**config.mk**
```make
export PLATFORM = sky130hd
export DESIGN_NAME = risc_exec_alu
export DESIGN_NICKNAME = d
export VERILOG_FILES = /design/src/rtl/risc_exec_alu.sv
export SDC_FILE = /design/constraint.sdc
export NUM_CORES = 1
export LEC_CHECK = 0
export ABC_AREA = 1
export BUFFER_PORTS_ARGS = -buffer_cell sky130_fd_sc_hd__buf_2
export CORE_MARGIN = 2
export CORE_UTILIZATION = 40
export DETAILED_ROUTE_END_ITERATION = 12
export PLACE_DENSITY = 0.56
export SLEW_MARGIN = 30
export SYNTH_ARGS = -nofsm -noshare
export SYNTH_HDL_FRONTEND = slang
export SYNTH_SLANG_ARGS = --single-unit
```
**constraint.sdc**
```tcl
create_clock -name vclk -period 5.3
set_input_delay 0.53 -clock vclk [all_inputs]
set_output_delay 0.53 -clock vclk [all_outputs]
set_load 0.03 [all_outputs]
```
**src/rtl/risc_exec_alu.sv**
```systemverilog
module risc_exec_alu #(
  parameter int XLEN  = 32,
  parameter int IMM_W = 16,
  parameter int SEL_W = 6,
  parameter int SHW   = $clog2(XLEN)
) (
  input  logic [XLEN-1:0]  rs_val,
  input  logic [XLEN-1:0]  rt_val,
  input  logic [IMM_W-1:0] imm,
  input  logic [SHW-1:0]   shamt,
  input  logic [SEL_W-1:0] sel,
  input  logic             imm_mode,
  output logic [XLEN-1:0]  result,
  output logic             illegal
);

  localparam logic [SEL_W-1:0] F_SLL  = 6'b000000;
  localparam logic [SEL_W-1:0] F_SRL  = 6'b000010;
  localparam logic [SEL_W-1:0] F_SRA  = 6'b000011;
  localparam logic [SEL_W-1:0] F_SLLV = 6'b000100;
  localparam logic [SEL_W-1:0] F_SRLV = 6'b000110;
  localparam logic [SEL_W-1:0] F_SRAV = 6'b000111;
  localparam logic [SEL_W-1:0] F_ADD  = 6'b100000;
  localparam logic [SEL_W-1:0] F_SUB  = 6'b100010;
  localparam logic [SEL_W-1:0] F_AND  = 6'b100100;
  localparam logic [SEL_W-1:0] F_OR   = 6'b100101;
  localparam logic [SEL_W-1:0] F_XOR  = 6'b100110;
  localparam logic [SEL_W-1:0] F_NOR  = 6'b100111;
  localparam logic [SEL_W-1:0] F_SLT  = 6'b101010;
  localparam logic [SEL_W-1:0] F_SLTU = 6'b101011;

  localparam logic [SEL_W-1:0] O_ADDI  = 6'b001000;
  localparam logic [SEL_W-1:0] O_ADDIU = 6'b001001;
  localparam logic [SEL_W-1:0] O_SLTI  = 6'b001010;
  localparam logic [SEL_W-1:0] O_SLTIU = 6'b001011;
  localparam logic [SEL_W-1:0] O_ANDI  = 6'b001100;
  localparam logic [SEL_W-1:0] O_ORI   = 6'b001101;
  localparam logic [SEL_W-1:0] O_XORI  = 6'b001110;

  typedef enum logic [3:0] {
    OP_ADD, OP_SUB, OP_AND, OP_OR, OP_XOR, OP_NOR,
    OP_SLT, OP_SLTU, OP_SLL, OP_SRL, OP_SRA, OP_BAD
  } op_e;

  op_e             op;
  logic            zext_imm;
  logic            var_count;
  logic [XLEN-1:0] opb;
  logic [SHW-1:0]  count;
  logic            lt_s, lt_u;

  always_comb begin
    op        = OP_BAD;
    zext_imm  = 1'b0;
    var_count = 1'b0;
    if (!imm_mode) begin
      case (sel)
        F_SLL:  op = OP_SLL;
        F_SRL:  op = OP_SRL;
        F_SRA:  op = OP_SRA;
        F_SLLV: begin op = OP_SLL; var_count = 1'b1; end
        F_SRLV: begin op = OP_SRL; var_count = 1'b1; end
        F_SRAV: begin op = OP_SRA; var_count = 1'b1; end
        F_ADD:  op = OP_ADD;
        F_SUB:  op = OP_SUB;
        F_AND:  op = OP_AND;
        F_OR:   op = OP_OR;
        F_XOR:  op = OP_XOR;
        F_NOR:  op = OP_NOR;
        F_SLT:  op = OP_SLT;
        F_SLTU: op = OP_SLTU;
        default: op = OP_BAD;
      endcase
    end else begin
      case (sel)
        O_ADDI, O_ADDIU: op = OP_ADD;
        O_SLTI:  op = OP_SLT;
        O_SLTIU: op = OP_SLTU;
        O_ANDI:  begin op = OP_AND; zext_imm = 1'b1; end
        O_ORI:   begin op = OP_OR;  zext_imm = 1'b1; end
        O_XORI:  begin op = OP_XOR; zext_imm = 1'b1; end
        default: op = OP_BAD;
      endcase
    end
  end

  assign opb   = !imm_mode ? rt_val
               : zext_imm  ? {{(XLEN-IMM_W){1'b0}}, imm}
               :             {{(XLEN-IMM_W){imm[IMM_W-1]}}, imm};
  assign count = var_count ? rs_val[SHW-1:0] : shamt;
  assign lt_s  = $signed(rs_val) < $signed(opb);
  assign lt_u  = rs_val < opb;

  always_comb begin
    case (op)
      OP_ADD:  result = rs_val + opb;
      OP_SUB:  result = rs_val - opb;
      OP_AND:  result = rs_val & opb;
      OP_OR:   result = rs_val | opb;
      OP_XOR:  result = rs_val ^ opb;
      OP_NOR:  result = ~(rs_val | opb);
      OP_SLT:  result = {{(XLEN-1){1'b0}}, lt_s};
      OP_SLTU: result = {{(XLEN-1){1'b0}}, lt_u};
      OP_SLL:  result = rt_val << count;
      OP_SRL:  result = rt_val >> count;
      OP_SRA:  result = XLEN'($signed(rt_val) >>> count);
      default: result = '0;
    endcase
  end

  assign illegal = (op == OP_BAD);

  always_comb begin
    if (illegal)
      assert_illegal_zero_R9: assert (result == '0)
        else $error("illegal selector gave nonzero result");
    if (!imm_mode && sel == F_SUB)
      assert_sub_inverse_R1: assert (result + rt_val == rs_val)
        else $error("subtract does not invert add");
    if (!imm_mode && sel == F_NOR && rs_val == rt_val)
      assert_nor_self_R2: assert (result == ~rs_val)
        else $error("self NOR is not complement");
    if (!imm_mode && (sel == F_SRA || sel == F_SRAV))
      assert_sra_sign_R5: assert (result[XLEN-1] == rt_val[XLEN-1])
        else $error("arithmetic shift lost sign");
    if (!imm_mode && sel == F_SRL && shamt != '0)
      assert_srl_fill_R5: assert (!result[XLEN-1])
        else $error("logical shift filled with one");
    if (!imm_mode && (sel == F_SLT || sel == F_SLTU))
      assert_bool_result_R6: assert (result[XLEN-1:1] == '0)
        else $error("compare result not boolean");
    if (imm_mode && sel == O_ANDI)
      assert_andi_zext_R8: assert (result[XLEN-1:IMM_W] == '0)
        else $error("ANDI upper half not cleared");
    if (imm_mode && sel == O_ORI)
      assert_ori_keep_R8: assert (result[XLEN-1:IMM_W] == rs_val[XLEN-1:IMM_W])
        else $error("ORI altered upper half");
  end

endmodule

```
### Word level (Yosys, flattened, before mapping)

Index checks and enable logic that the tools add are counted.

* flip-flop bits (word level): 0
* input port bits: 92
* output and inout bits: 33

* add/subtract/negate cells: 2
* $lt $le $gt $ge: 2
* eq/ne operators: 31
* shift operators: 3
* muxes and demuxes: 11
* bitwise gates (word level): 4
* reductions and logical operators: 8

Operators with widths (count)
* 32-bit one-hot mux with 11 select lines: 1
* 32-bit < comparator: 2
* 32-bit two-way mux: 2
* 6-bit == test (second input constant): 8
* 4-bit one-hot mux with 11 select lines: 1
* 6-bit by 4-bit == test with 1-bit output (second input constant): 7
* 32-bit adder: 1
* 32-bit bitwise AND: 1
* 32-bit NOT: 1
* 32-bit OR: 1
* 32-bit by 5-bit << shifter with 32-bit output: 1
* 32-bit by 5-bit >> shifter with 32-bit output: 1
* 32-bit by 5-bit >>> shifter with 32-bit output: 1
* 32-bit subtractor: 1
* 32-bit bitwise XOR: 1
* 4-bit one-hot mux with 6 select lines: 1
* 6-bit by 3-bit == test with 1-bit output (second input constant): 3
* 4-bit by 3-bit == test with 1-bit output (second input constant): 4
* 4-bit == test (second input constant): 4
* 6-bit by 2-bit == test with 1-bit output (second input constant): 2
* 4-bit by 2-bit == test with 1-bit output (second input constant): 2
* 2-bit OR reduction: 4
* 6-bit logical NOT: 1
* 3-bit OR reduction: 2
* other kinds (5): 8

### Longest topological paths before layout

* depth after elaboration: 9
* mapped depth: 24
* gate-level depth less buffers: 22

### Least setup slack after synthesis

Ideal clock, no wire load.

* path kind: input to output
* start point: in imm_mode
* end point: out result[26]
* data arrival time: 3474 ps
* setup slack: 1296 ps
* stages on the path: 20
* buffers on the path: 2
* cell sequence: buf_2 > clkinv_1 > clkbuf_1 > or2_2 > o21ai_0 > inv_1 > ha_1 > fa_1 > nand3_1 > nand2_1 > nand2_1 > nand2_1 > nand2_1 > nand2_1 > nand2_1 > nand3_1 > o21ai_0 > nor2_1 > nor2_1 > nand4_1

* cells in the longest elaborated chain, start to end: 6

RTL lines
* from (decl): RTL line 12 `input logic imm_mode,`
* branches (longest 5 deep; another with 32-bit subtractor)
* 32-bit one-hot mux with 11 select lines *: RTL line 95 `case (op)`
* to (decl): RTL line 13 `output logic [XLEN-1:0] result,`

Every way passes the cells marked *.

### Final worst setup path

* start point: in imm_mode
* end point: out result[0]

* cells in the longest elaborated chain, start to end: 5

RTL lines
* 1-bit two-way mux: RTL line 56 `if (!imm_mode) begin`
* 32-bit two-way mux: RTL line 88 `: zext_imm ? {{(XLEN-IMM_W){1'b0}}, imm}`
* 32-bit two-way mux: RTL line 87 `assign opb = !imm_mode ? rt_val`
* 32-bit < comparator (on tied branches): RTL line 92, 91
* 32-bit one-hot mux with 11 select lines *: RTL line 95

Mark *: on every way between the ends. The rest lies on a longest branch, timed or not.

==> flow_metrics.env <==
export IMPL_outcome="finished, final reports clean"
export IMPL_crit_buf_inv=6
export IMPL_startpoint_type="input pin"
export IMPL_grt_remaining_overflow=0
export IMPL_top_usage_layer="met2"
export IMPL_power_switching_mw=1.08
export IMPL_crit_chain="buf_2, clkinv_1, buf_12, or2_2, o21ai_0, inv_1, ha_1, inv_1, fa_1, nand3_1, nand2_1, nand2_1, nand2_1, nand2_1, nand2_1, nand4_1, nand4_1, nand3_1, nor2_1, nand3_1, buf_2"
export IMPL_met1_usage=0.524
export IMPL_internal_power_uw=422
export IMPL_start_util=0.408
export IMPL_power_density_mw_per_mm2=126
export IMPL_dr_pass1_iters=6
export IMPL_hold_path_class="in -> out"
export IMPL_crit_family="simple AND/OR/NAND/NOR gates"
export IMPL_drcViolationCount=0
export IMPL_p_leak_nw=6.62
export IMPL_max_cap_violations=0
export IMPL_first_iter_violations=2030
export IMPL_antenna_found_initial=0
export IMPL_finalHoldViolations=0
export IMPL_syn_cell_area_mm2=0.0110
export IMPL_cp_slowest_cell="nor2_1"
export IMPL_setup_tns_ns=0
export IMPL_ant_nets=0
export IMPL_die_area_mm2=0.0288
export IMPL_critPathMaxStageDelay_ns=0.29
export IMPL_syn_to_final_growth_pct=8.62
export IMPL_routabilityCongestion=1.03
export IMPL_grt_pass1_vias=14700
export IMPL_fin_hold_ws_ns=1.77
export IMPL_clock_buffer_count=0
export IMPL_rsz0062_at_grt="no"
export IMPL_fmax_mhz=205
export IMPL_ir_worst_vdd_mv=0.0712
export IMPL_post_cts_resized=0
export IMPL_postCtsSetupBuffers=0
export IMPL_dp_hpwl_mm=50.0
export IMPL_fin_crit_sh=0.923
export IMPL_p_clk_frac=0
export IMPL_core_area_mm2=0.0270
export IMPL_grt_max_degree=52
export IMPL_yosysWarningCount=0
export IMPL_finalSetupViolations=0
export IMPL_cp_required_ns=4.77
export IMPL_power_frac_seq=0
export IMPL_placementRows=60
export IMPL_maxSlewHeadroom=0.367
export IMPL_grt_usage=0.401
export IMPL_die_w_um=170
export IMPL_use_met3=0.0268
export IMPL_worstMarginPinSlew_ns=0.939
export IMPL_seq_area_um2=0
export IMPL_nFillCells=3262
export IMPL_place_area_mm2=0.0119
export IMPL_vias=15900
export IMPL_wl_per_cell_um=22.1
export IMPL_vias_per_cell=5.94
export IMPL_die_y_um=170
export IMPL_io_buffer_count=125
export IMPL_worstPathArrival_ns=4.36
export IMPL_end_kind="primary output"
export IMPL_seq_cell_count=0
export IMPL_total_power_mw=1.50
export IMPL_final_max_slew_viol_count=0
export IMPL_multi_input_area_mm2=0.00949
export IMPL_yosysSeqAreaShare=0
export IMPL_grt_use_met2=0.692
export IMPL_grt_first_pass_wirelength_mm=87.6
export IMPL_nNetsFinal=2533
export IMPL_worst_path_max_fanout=23
export IMPL_cts_hold_fix_buffers=0
export IMPL_postLayoutCoreUtil=0.443
export IMPL_synth_cell_type_count=44
export IMPL_crit_top_cell="nand2_1"
export IMPL_switching_share=0.719
export IMPL_ios=125
export IMPL_synth_cells=2269
export IMPL_drive_above_1_share=0.101
export IMPL_antennaDiodeCount=0
export IMPL_drt_total_wl_mm=59.4
export IMPL_avgSynthCellArea_um2=4.84
export IMPL_combPwrFrac=1.000
export IMPL_layout_min_cycle_time_ns=4.89
export IMPL_crit_type="in -> out"
export IMPL_design_area_mm2=0.0119
export IMPL_synthesis_nets=2459
## cell usage in the layout, fill, tap and decap left out, types with 4 or more instances in the layout
| master | synthesis | layout |
|---|---|---|
| a21boi_0 | 4 | 4 |
| o21ai_1 | 16 | 14 |
| o211ai_1 | 8 | 8 |
| a31oi_1 | 4 | 4 |
| nand4_1 | 42 | 42 |
| o22ai_1 | 14 | 14 |
| buf_2 | 43 | 125 |
| buf_4 | 11 | 42 |
| nand2_1 | 694 | 694 |
| nand3_2 | 4 | 4 |
| xor2_1 | 14 | 14 |
| nor2_2 | 9 | 9 |
| nand2_2 | 7 | 7 |
| or2_2 | 20 | 20 |
| nor2_4 | 6 | 6 |
| nor2_1 | 236 | 236 |
| o21ai_4 | 1 | 5 |
| nand3_1 | 409 | 409 |
| o21ai_0 | 114 | 114 |
| inv_1 | 269 | 269 |
| inv_2 | 11 | 11 |
| nand3b_1 | 6 | 6 |
| nand2_4 | 4 | 4 |
| ha_1 | 96 | 96 |
| a21oi_1 | 121 | 121 |
| nor3_1 | 28 | 28 |
| o21bai_1 | 11 | 11 |
## power groups by stage
stage                     clock network, mW  logic [mW]  registers (mW)
after floorplan                           0       0.964               0
after global placement                    0        1.46               0
after detailed placement                  0        1.45               0
after CTS                                 0        1.46               0
after global routing                      0        1.63               0
final                                     0        1.50               0
## cell families after synthesis
kind of cell	Yosys count	share of synthesized area
XOR/XNOR	14	0.0112
adder cells (fa/ha/maj)	98	0.113
buffers and inverters	377	0.140
AND/OR/NAND/NOR	1473	0.584
AO/OA/AOI/OAI	307	0.153
## Yosys cell counts, types with 2 or more instances
master	number	area [µm²]
o21ai_0	114	571
o211ai_1	8	60.1
a21boi_0	4	30.0
o21ai_2	3	26.3
nor4_1	3	18.8
a21oi_1	121	606
nand2_1	694	2610
a31oi_1	4	25.0
inv_1	269	1010
nand3_1	409	2050
inv_2	11	41.3
buf_2	43	215
or2_2	20	125
a21o_1	3	22.5
o22ai_1	14	87.6
nand2_2	7	43.8
nand3_2	4	40.0
nor2_2	9	56.3
o21ai_1	16	80.1
o21a_1	3	22.5
ha_1	96	1200
buf_1	4	15.0
nand4_1	42	263
and2_1	3	18.8
nand3b_1	6	45.0
o21bai_1	11	82.6
nand2_4	4	45.0
fa_1	2	40.0
clkbuf_1	35	131
nor2_1	236	886
buf_6	3	33.8
nor3_1	28	140
nor2_4	6	67.6
buf_4	11	82.6
xor2_1	14	123
## worst paths after layout
| kind | from | endpoint | cells after the start | slack (ns) |
|---|---|---|---|---|
| max | imm_mode | result[0] | 21 | 0.41 |
| min | rs_val[31] | result[31] | 6 | 1.77 |
## layer usage
layer  up-vias  wire length [µm]  part of all wire
met2       845             27800              0.47
met1      7423             24300              0.41
met5         -                 0                 0
met4         0              2670             0.045
li1       7541                 -                 -
met3       116              4710             0.079
## stage by stage
step | cells | worst slack, ns
after global placement | 2682 | 0.568
after detailed placement | 2682 | 0.605
after floorplan | 2269 | 1.30
after CTS | 2682 | 0.574
final | 2682 | 0.410
after global routing | 2682 | 0.213
## cell type report
| type | instances | area share |
|---|---|---|
| inverter | 281 | 0.0884 |
| multi-input combinational | 1892 | 0.795 |
| tap | 341 | 0.0358 |
| timing repair buffer | 168 | 0.0805 |
No activity file was read; power rests on OpenSTA's default activity.
